<file path="config.mk">
export PLATFORM = sky130hd
export DESIGN_NAME = evt_timer
export DESIGN_NICKNAME = d
export VERILOG_FILES = /design/src/rtl/tmr_pkg.sv /design/src/rtl/tmr_sync_edge.sv /design/src/rtl/tmr_counter.sv /design/src/rtl/tmr_match_bank.sv /design/src/rtl/tmr_capture.sv /design/src/rtl/evt_timer.sv
export SDC_FILE = /design/constraint.sdc
export NUM_CORES = 1
export LEC_CHECK = 0
export BUFFER_PORTS_ARGS = -buffer_cell sky130_fd_sc_hd__buf_2
export CAP_MARGIN = 20
export CORE_ASPECT_RATIO = 0.6
export CORE_MARGIN = 2
export CORE_UTILIZATION = 42
export CTS_CLUSTER_SIZE = 28
export DETAILED_ROUTE_END_ITERATION = 6
export PLACE_DENSITY_LB_ADDON = 0.15
export RECOVER_POWER = 25
export SLEW_MARGIN = 30
export SYNTH_ARGS = -nofsm -noshare
export SYNTH_HDL_FRONTEND = slang
export SYNTH_SLANG_ARGS = --single-unit
</file>
<file path="constraint.sdc">
create_clock -name clk -period 4.9 [get_ports clk]
set_input_delay 0.49 -clock clk [delete_from_list [all_inputs] [get_ports clk]]
set_output_delay 0.49 -clock clk [all_outputs]
set_load 0.03 [all_outputs]
</file>
<file path="src/rtl/tmr_pkg.sv">
// Shared register addresses and field layouts for the match/capture timer.
// Assumes word addressing; compare registers occupy two banks of up to 16.
package tmr_pkg;
    localparam int A_CTRL      = 0;
    localparam int A_COUNT     = 1;
    localparam int A_CAPCFG    = 2;
    localparam int A_CAPVAL    = 3;
    localparam int A_STATUS    = 4;
    localparam int A_MVAL_BASE = 16;
    localparam int A_MACT_BASE = 32;

    // Action bits of one compare: bit2 halt, bit1 clear, bit0 interrupt.
    typedef struct packed {
        logic halt;
        logic clr;
        logic irq;
    } match_act_t;

    // Capture setup: bit3 enable, bit2 flag enable, bit1 falling, bit0 rising.
    typedef struct packed {
        logic en;
        logic ie;
        logic fall;
        logic rise;
    } cap_cfg_t;
endpackage

</file>
<file path="src/rtl/tmr_sync_edge.sv">
// Synchronizes an asynchronous input into the clock domain and reports
// single-cycle rising and falling edge strobes. Assumes STAGES >= 2.
module tmr_sync_edge #(
    parameter int STAGES = 2
) (
    input  logic clk,
    input  logic rst_n,
    input  logic din,
    output logic rise,
    output logic fall
);
    logic [STAGES-1:0] pipe;
    logic              prev;

    // Shift the input through the synchronizer and keep the last settled sample.
    always_ff @(posedge clk) begin
        if (!rst_n) begin
            pipe <= '0;
            prev <= 1'b0;
        end else begin
            pipe <= {pipe[STAGES-2:0], din};
            prev <= pipe[STAGES-1];
        end
    end

    assign rise = pipe[STAGES-1] & ~prev;
    assign fall = ~pipe[STAGES-1] & prev;
endmodule

</file>
<file path="src/rtl/tmr_counter.sv">
// The timer counter. Clear has priority over halt, halt over counting.
// Assumes clr_req and halt_req are only raised while the timer runs.
module tmr_counter #(
    parameter int CNT_W = 16
) (
    input  logic             clk,
    input  logic             rst_n,
    input  logic             run,
    input  logic             evt_mode,
    input  logic             evt_rise,
    input  logic             clr_req,
    input  logic             halt_req,
    output logic [CNT_W-1:0] count
);
    logic step;

    // A step is one clock in clock mode or one input edge in event mode.
    always_comb step = run && (!evt_mode || evt_rise);

    // Advance, clear or hold the counter.
    always_ff @(posedge clk) begin
        if (!rst_n) begin
            count <= '0;
        end else if (clr_req) begin
            count <= '0;
        end else if (halt_req) begin
            count <= count;
        end else if (step) begin
            count <= count + 1'b1;
        end
    end
endmodule

</file>
<file path="src/rtl/tmr_match_bank.sv">
// Bank of compare registers with per-register action bits. Each compare
// raises its requests while the timer runs and its value equals the counter.
// Assumes write enables are one-hot per register.
module tmr_match_bank
    import tmr_pkg::*;
#(
    parameter int NUM_MATCH = 4,
    parameter int CNT_W     = 16
) (
    input  logic                            clk,
    input  logic                            rst_n,
    input  logic [NUM_MATCH-1:0]            val_we,
    input  logic [NUM_MATCH-1:0]            act_we,
    input  logic [CNT_W-1:0]                wr_val,
    input  match_act_t                      wr_act,
    input  logic [CNT_W-1:0]                count,
    input  logic                            run,
    output logic [NUM_MATCH-1:0][CNT_W-1:0] val_q,
    output match_act_t [NUM_MATCH-1:0]      act_q,
    output logic [NUM_MATCH-1:0]            irq_set,
    output logic                            clr_req,
    output logic                            halt_req
);
    logic [NUM_MATCH-1:0] hit;
    logic [NUM_MATCH-1:0] clr_v;
    logic [NUM_MATCH-1:0] halt_v;

    for (genvar g = 0; g < NUM_MATCH; g++) begin : g_cmp
        // Hold the compare value and action bits of this register.
        always_ff @(posedge clk) begin
            if (!rst_n) begin
                val_q[g] <= '0;
                act_q[g] <= '0;
            end else begin
                if (val_we[g]) val_q[g] <= wr_val;
                if (act_we[g]) act_q[g] <= wr_act;
            end
        end

        assign hit[g]     = run && (count == val_q[g]);
        assign irq_set[g] = hit[g] && act_q[g].irq;
        assign clr_v[g]   = hit[g] && act_q[g].clr;
        assign halt_v[g]  = hit[g] && act_q[g].halt;
    end

    assign clr_req  = |clr_v;
    assign halt_req = |halt_v;
endmodule

</file>
<file path="src/rtl/tmr_capture.sv">
// Input-capture channel: synchronizes the pin, detects the chosen edges
// and copies the counter into the capture register. Held off in event mode.
module tmr_capture
    import tmr_pkg::*;
#(
    parameter int CNT_W       = 16,
    parameter int SYNC_STAGES = 2
) (
    input  logic             clk,
    input  logic             rst_n,
    input  logic             cap_in,
    input  cap_cfg_t         cfg,
    input  logic             evt_mode,
    input  logic [CNT_W-1:0] count,
    output logic [CNT_W-1:0] capval,
    output logic             cap_set
);
    logic rise;
    logic fall;
    logic load;

    tmr_sync_edge #(.STAGES(SYNC_STAGES)) u_sync (
        .clk  (clk),
        .rst_n(rst_n),
        .din  (cap_in),
        .rise (rise),
        .fall (fall)
    );

    // Decide whether the detected edge is one the channel should act on.
    always_comb load = cfg.en && !evt_mode && ((rise && cfg.rise) || (fall && cfg.fall));

    // Copy the counter on a qualifying edge.
    always_ff @(posedge clk) begin
        if (!rst_n) capval <= '0;
        else if (load) capval <= count;
    end

    assign cap_set = load && cfg.ie;
endmodule

</file>
<file path="src/rtl/evt_timer.sv">
// Top of the match/capture timer: control and status registers, write
// decode, read mux and interrupt output. Assumes DATA_W >= CNT_W and
// NUM_MATCH <= 16 so the compare banks fit the word map.
module evt_timer
    import tmr_pkg::*;
#(
    parameter int NUM_MATCH   = 4,
    parameter int CNT_W       = 16,
    parameter int DATA_W      = 32,
    parameter int ADDR_W      = 6,
    parameter int SYNC_STAGES = 2
) (
    input  logic              clk,
    input  logic              rst_n,
    input  logic              wr_en,
    input  logic [ADDR_W-1:0] wr_addr,
    input  logic [DATA_W-1:0] wr_data,
    input  logic [ADDR_W-1:0] rd_addr,
    output logic [DATA_W-1:0] rd_data,
    input  logic              ev_in,
    input  logic              cap_in,
    output logic              irq_o
);
    localparam int FLAG_W = NUM_MATCH + 1;

    logic                            run_q;
    logic                            evt_mode_q;
    cap_cfg_t                        capcfg_q;
    logic [FLAG_W-1:0]               flags_q;
    logic [CNT_W-1:0]                count;
    logic [CNT_W-1:0]                capval;
    logic [NUM_MATCH-1:0][CNT_W-1:0] val_q;
    match_act_t [NUM_MATCH-1:0]      act_q;
    logic [NUM_MATCH-1:0]            irq_set;
    logic                            clr_req;
    logic                            halt_req;
    logic                            cap_set;
    logic                            evt_rise;
    logic                            unused_ev_fall;
    logic                            unused_wr_hi;
    logic                            ctrl_we;
    logic                            capcfg_we;
    logic                            status_we;
    logic [NUM_MATCH-1:0]            val_we;
    logic [NUM_MATCH-1:0]            act_we;

    assign unused_wr_hi = ^wr_data[DATA_W-1:CNT_W];

    assign ctrl_we   = wr_en && (wr_addr == ADDR_W'(A_CTRL));
    assign capcfg_we = wr_en && (wr_addr == ADDR_W'(A_CAPCFG));
    assign status_we = wr_en && (wr_addr == ADDR_W'(A_STATUS));

    for (genvar g = 0; g < NUM_MATCH; g++) begin : g_dec
        assign val_we[g] = wr_en && (wr_addr == ADDR_W'(A_MVAL_BASE + g));
        assign act_we[g] = wr_en && (wr_addr == ADDR_W'(A_MACT_BASE + g));
    end

    tmr_sync_edge #(.STAGES(SYNC_STAGES)) u_ev_sync (
        .clk  (clk),
        .rst_n(rst_n),
        .din  (ev_in),
        .rise (evt_rise),
        .fall (unused_ev_fall)
    );

    tmr_counter #(.CNT_W(CNT_W)) u_cnt (
        .clk     (clk),
        .rst_n   (rst_n),
        .run     (run_q),
        .evt_mode(evt_mode_q),
        .evt_rise(evt_rise),
        .clr_req (clr_req),
        .halt_req(halt_req),
        .count   (count)
    );

    tmr_match_bank #(.NUM_MATCH(NUM_MATCH), .CNT_W(CNT_W)) u_bank (
        .clk     (clk),
        .rst_n   (rst_n),
        .val_we  (val_we),
        .act_we  (act_we),
        .wr_val  (wr_data[CNT_W-1:0]),
        .wr_act  (match_act_t'(wr_data[2:0])),
        .count   (count),
        .run     (run_q),
        .val_q   (val_q),
        .act_q   (act_q),
        .irq_set (irq_set),
        .clr_req (clr_req),
        .halt_req(halt_req)
    );

    tmr_capture #(.CNT_W(CNT_W), .SYNC_STAGES(SYNC_STAGES)) u_cap (
        .clk     (clk),
        .rst_n   (rst_n),
        .cap_in  (cap_in),
        .cfg     (capcfg_q),
        .evt_mode(evt_mode_q),
        .count   (count),
        .capval  (capval),
        .cap_set (cap_set)
    );

    // Control word: a halting match overrides a same-cycle software write.
    always_ff @(posedge clk) begin
        if (!rst_n) begin
            run_q      <= 1'b0;
            evt_mode_q <= 1'b0;
        end else begin
            if (ctrl_we) begin
                run_q      <= wr_data[0];
                evt_mode_q <= wr_data[1];
            end
            if (halt_req) run_q <= 1'b0;
        end
    end

    // Capture setup word.
    always_ff @(posedge clk) begin
        if (!rst_n) capcfg_q <= '0;
        else if (capcfg_we) capcfg_q <= cap_cfg_t'(wr_data[3:0]);
    end

    // Sticky flags: write-one clears, a same-cycle set wins.
    always_ff @(posedge clk) begin
        if (!rst_n) begin
            flags_q <= '0;
        end else begin
            flags_q <= (flags_q & ~(status_we ? wr_data[FLAG_W-1:0] : '0))
                     | {cap_set, irq_set};
        end
    end

    assign irq_o = |flags_q;

    // Read mux over the word map; unmapped words read zero.
    always_comb begin
        rd_data = '0;
        if (rd_addr == ADDR_W'(A_CTRL))   rd_data[1:0]        = {evt_mode_q, run_q};
        if (rd_addr == ADDR_W'(A_COUNT))  rd_data[CNT_W-1:0]  = count;
        if (rd_addr == ADDR_W'(A_CAPCFG)) rd_data[3:0]        = capcfg_q;
        if (rd_addr == ADDR_W'(A_CAPVAL)) rd_data[CNT_W-1:0]  = capval;
        if (rd_addr == ADDR_W'(A_STATUS)) rd_data[FLAG_W-1:0] = flags_q;
        for (int i = 0; i < NUM_MATCH; i++) begin
            if (rd_addr == ADDR_W'(A_MVAL_BASE + i)) rd_data[CNT_W-1:0] = val_q[i];
            if (rd_addr == ADDR_W'(A_MACT_BASE + i)) rd_data[2:0]       = act_q[i];
        end
    end
endmodule

</file>
# Word level (Yosys, flattened, before mapping)
# Cells that the tools add are included.
# word_totals
reg_bits,125
latchBits,0
ramBits,0
mem_bits_ro,0
in_bits,49
out_inout_bits,33
elab_cells,124
n_memories,0
# classes
addsub,1
n_mul,0
n_div,0
magnitude_cmp,0
n_eq_ne,26
n_shift,0
n_mux,14
n_bitwise,11
reduce_logical,43
# ops
op,count
16-bit two-way mux,6
16-bit equality test,4
6-bit by 5-bit equality test with 1-bit output (second input constant),8
6-bit equality test (second input constant),8
1-bit logical AND,33
6-bit by 2-bit equality test with 1-bit output (second input constant),3
16-bit by 1-bit adder with 16-bit output (second input constant),1
5-bit OR reduction,3
6-bit by 3-bit equality test with 1-bit output (second input constant),2
6-bit zero test,2
3-bit two-way mux,4
5-bit two-way mux,2
6-bit by 1-bit equality test with 1-bit output (second input constant),1
5-bit bitwise AND,1
1-bit inverter,5
5-bit inverter,1
5-bit bitwise OR,1
4-bit two-way mux,1
4-bit OR reduction,1
1-bit bitwise AND,3
1-bit logical OR,2
2-bit two-way mux,1
2-bit AND reduction,1
1-bit zero test,1

# Longest topological paths before layout
# depth
depth_word,14
depth_mapped,9
mapped_depth_nobuf,7

# Hierarchy
# Synthesis repeated with hierarchy kept, for this count alone.
# hier_totals
hier_cells,787
hier_area_um2,7148.1
# modules_own_cells
mod,n_inst,cells_per_inst,area_each_um2,seq_area_each_um2
tmr_match_bank,1,366,3682.3,1521.5
evt_timer,1,243,1840.5,220.2
tmr_counter,1,90,767.0,320.3
tmr_capture,1,72,675.6,320.3
tmr_sync_edge,2,8,91.3,60.1

# Worst setup path after synthesis
# No wires, ideal clock.
# synth_timing
path_kind,input-to-output
from,input port rd_addr[5]
to,output port rd_data[14]
t_arrival_ns,2.486
required_time_ns,4.410
setup_slack_ns,1.924
stages,5
path_buffers,1
cell_sequence,or4b_2 -> nor3_1 -> buf_2 -> a222oi_1 -> a31oi_1
# synth_between
elab_chain_len,7
elab_cells_between_ends,12
classes_between,eq/ne (6); mux (6)
# synth_rtl
item,line_no,source
from (decl),evt_timer.sv:18,"input logic [ADDR_W-1:0] rd_addr,"
6-bit by 1-bit equality test with 1-bit output,evt_timer.sv:140,if (rd_addr == ADDR_W'(A_COUNT)) rd_data[CNT_W-1:0] = count;
16-bit two-way mux,evt_timer.sv:140,
16-bit two-way mux,evt_timer.sv:142,if (rd_addr == ADDR_W'(A_CAPVAL)) rd_data[CNT_W-1:0] = capval;
16-bit two-way mux (3 in a row),evt_timer.sv:145,if (rd_addr == ADDR_W'(A_MVAL_BASE + i)) rd_data[CNT_W-1:0] = val_q[i];
16-bit two-way mux (*),evt_timer.sv:145,
to (decl),evt_timer.sv:19,"output logic [DATA_W-1:0] rd_data,"
# Every way passes the cells marked *; elsewhere a longest branch is shown, timed or not.

# Worst setup path after layout
# layout_timing
from,input port rst_n
to,register u_bank.val_q[36] in the netlist's numbering
# layout_rtl
item,line_no,source
from (decl),evt_timer.sv:14,"input logic rst_n,"
"to (signal, indexed assignment)",tmr_match_bank.sv:35,if (val_we[g]) val_q[g] <= wr_val;
to (decl),tmr_match_bank.sv:18,"output logic [NUM_MATCH-1:0][CNT_W-1:0] val_q,"
# No word-level cell between the ends.

==> impl_metrics.tcl <==
set metrics [dict create \
    yosys_warnings 0 \
    cts_root_buffer "clkbuf_16" \
    timing.slew.headroom_pct -51.5 \
    cts.clk_slew.worst_paths_ns 0.06 \
    netlist_area_um2 6550 \
    cts_setup_buffers 0 \
    hp-class "in -> reg" \
    crit_type "in -> reg" \
    violations "max-capacitance violations, max-slew violations" \
    outcome "finished, violations left" \
    port_buffers 49 \
    rows 35 \
    ys.flop_type "dfxtp_1" \
    final_hold_viol_count 0 \
    clock_path_buffers 2 \
    first_pass_iters 5 \
    grt_max_degree 63 \
    wl_per_cell_um 20.6 \
    tns_ns 0 \
    grt_pass1_wl_um 31700 \
    seq_area_frac_synth_pct 38.2 \
    dpl.hpwl_um 14900 \
    drtIter0Drc 717 \
    die_h_um 101 \
    synth-seq-cells 125 \
    syn2layout_area_growth_pct 12.3 \
    ir_drop_mv 0.164 \
    clk_latency_ns 0.42 \
    tightest_slew_ns 2.26 \
    floorplan.initialDensity_pct 42.9 \
    core_region_area_um2 15300 \
    final.period_utilization_pct 74.9 \
    period_minus_slack_ns 3.67 \
    drc 0 \
    worst-path-max-fanout 62 \
    grt.total_usage_pct 25.8 \
    slew_viol_final 63 \
    most-common-layout-cells "dfxtp_1, nor2_1, nand2_1" \
    yosysUniqueCellTypes 56 \
    cp-end-kind "flip-flop" \
    die_w_um 165 \
    io_pins 82 \
    wl_um 20800 \
    async_flop_share_pct 0 \
    synth_cells 776 \
    post_cts_resized 0 \
    cap_viol_max_count 1 \
    fin_nets 847 \
    clock_sinks 125 \
    via_count 5971 \
    overflow 0 \
    cts_tree "built" \
    diodes 0 \
    cellPowerDensity_nw_per_um2 313 \
    num-fill-cells 1471 \
    layout_commonest_cell "dfxtp_1" \
    grt_pass1_vias 5408 \
    fin_util_pct 48.1 \
    syn-mean-instance-area_um2 8.44 \
    antenna_left 0 \
    skew_ns 0.00870 \
    gp_congestion 0.913 \
    cp_data_required_time_ns 5.23 \
    synth-edff-count 0 \
    setup_viol 0 \
    cts_buffers 17 \
    worstPathArrival_ns 3.99 \
    synthTopCellsByArea "dfxtp_1, mux2i_1, nor2_1, xor2_1, nand2_1" \
    cp-start-kind "primary input" \
    viasPerCell 5.89 \
    yosysTopAreaCell "dfxtp_1" \
    fmax_mhz 273 \
    drive_gt1_share_pct 13.0 \
    rsz0062_at_grt "no" \
    cts_hold_buffers 0 \
    htreeDepth 4 \
    p_leak_nw 3.12 \
    synth_top_area_share_pct 38.2 \
    dieArea_um2 16600 \
    antenna_found_initial 0 \
]
## power by group
part | internal (mW) | switching [mW] | total [mW] | leakage, nW
logic | 0.0272 | 0.0856 | 0.113 | 1.86
registers | 1.02 | 0.00422 | 1.03 | 1.01
clock network | 0.654 | 0.510 | 1.16 | 0.250
## cells in the mapped netlist, types with 3 or more instances
cell type  instances
nor3_1             9
and2_1             5
a222oi_1          14
dfxtp_1          125
nor2_1           102
clkbuf_1          31
nor2b_1            5
xnor2_1           28
a22oi_1           18
buf_2             10
mux2_2             4
or4_1              6
nand2_1           80
a31oi_1            8
nor4_1            12
a221o_1            6
inv_1             11
o31ai_1            5
a21oi_1           56
nand3_1           30
nand2b_1           4
o21ai_0           18
nor3b_1            3
buf_4             26
or3_1              7
nand4_1           14
mux2i_1           70
xor2_1            36
## cell type report
cell class              count  area [um^2]  share of cell area (%)
multi-input cells         584         3710                    50.4
flip-flops and latches    125         2500                    34.0
clock buffers              18          429                    5.83
repair buffers             57          302                    4.10
well taps                 203          254                    3.45
clock inverters            14          113                    1.53
inverters                  12         46.3                   0.629
## state kept, by name (all words and copies together) (netlist names)
signal	count
capcfg_q	4
u_ev_sync.prev	1
u_ev_sync.pipe	2
u_cap.capval	16
u_bank.val_q	64
evt_mode_q	1
flags_q	5
run_q	1
u_cnt.count	16
u_cap.u_sync.pipe	2
u_bank.act_q	12
u_cap.u_sync.prev	1
## stage by stage
| stage | hold slack (ns) | instance area [um^2] | cells | setup WS, ns | power (mW) |
|---|---|---|---|---|---|
| finish | 0.276 | 7360 | 1013 | 1.23 | 2.30 |
| global route | 0.278 | 7360 | 1013 | 0.899 | 2.37 |
| CTS | 0.265 | 7350 | 1013 | 1.34 | 2.31 |
| floorplan | 0.412 | 6610 | 791 | 1.92 | 1.12 |
| global placement | 0.423 | 6800 | 981 | 1.34 | 1.16 |
| detailed placement | 0.418 | 6810 | 981 | 1.35 | 1.16 |
## cell families (layout without fill, tap and decap cells)
group	Yosys count	after routing	share of synthesized area (%)
buffers and inverters	82	101	6.61
other	1	16	0.0572
multiplexers	75	75	11.7
XOR/XNOR	64	64	8.56
adder cells (fa/ha/maj)	1	1	0.191
AO/OA/AOI/OAI	138	138	14.0
flip-flops	125	125	38.2
AND/OR/NAND/NOR	290	290	20.7
## layer usage
| layer | global-route usage (%) | vias to the layer above | routed length (um) |
|---|---|---|---|
| met5 | 0 | - | 0 |
| met3 | 6.95 | 26 | 1970 |
| met4 | 7.49 | 0 | 231 |
| li1 | - | 2767 | - |
| met1 | 39.8 | 2902 | 10300 |
| met2 | 34.4 | 276 | 8300 |
## path summary, 6_finish.rpt
path                                        start                               to  slack, ns  cells after the start
setup reg to reg      u_cnt.count[4]$_SDFFE_PP0P_      u_cnt.count[2]$_SDFFE_PP0P_       1.91                      7
hold reg to reg   u_cap.u_sync.pipe[0]$_SDFF_PN0_  u_cap.u_sync.pipe[1]$_SDFF_PN0_       0.44                      1
hold / removal                             cap_in  u_cap.u_sync.pipe[0]$_SDFF_PN0_       0.28                      2
setup / recovery                            rst_n    u_bank.val_q[36]$_SDFFE_PN0P_       1.23                      4
## critical path, stage by stage
cell and delay [ns]:
clkbuf_1 0.31, clkinvlp_2 1.83, clkbuf_2 1.01, a21oi_1 0.32
Note: power is estimated with default switching activity, not from simulation.
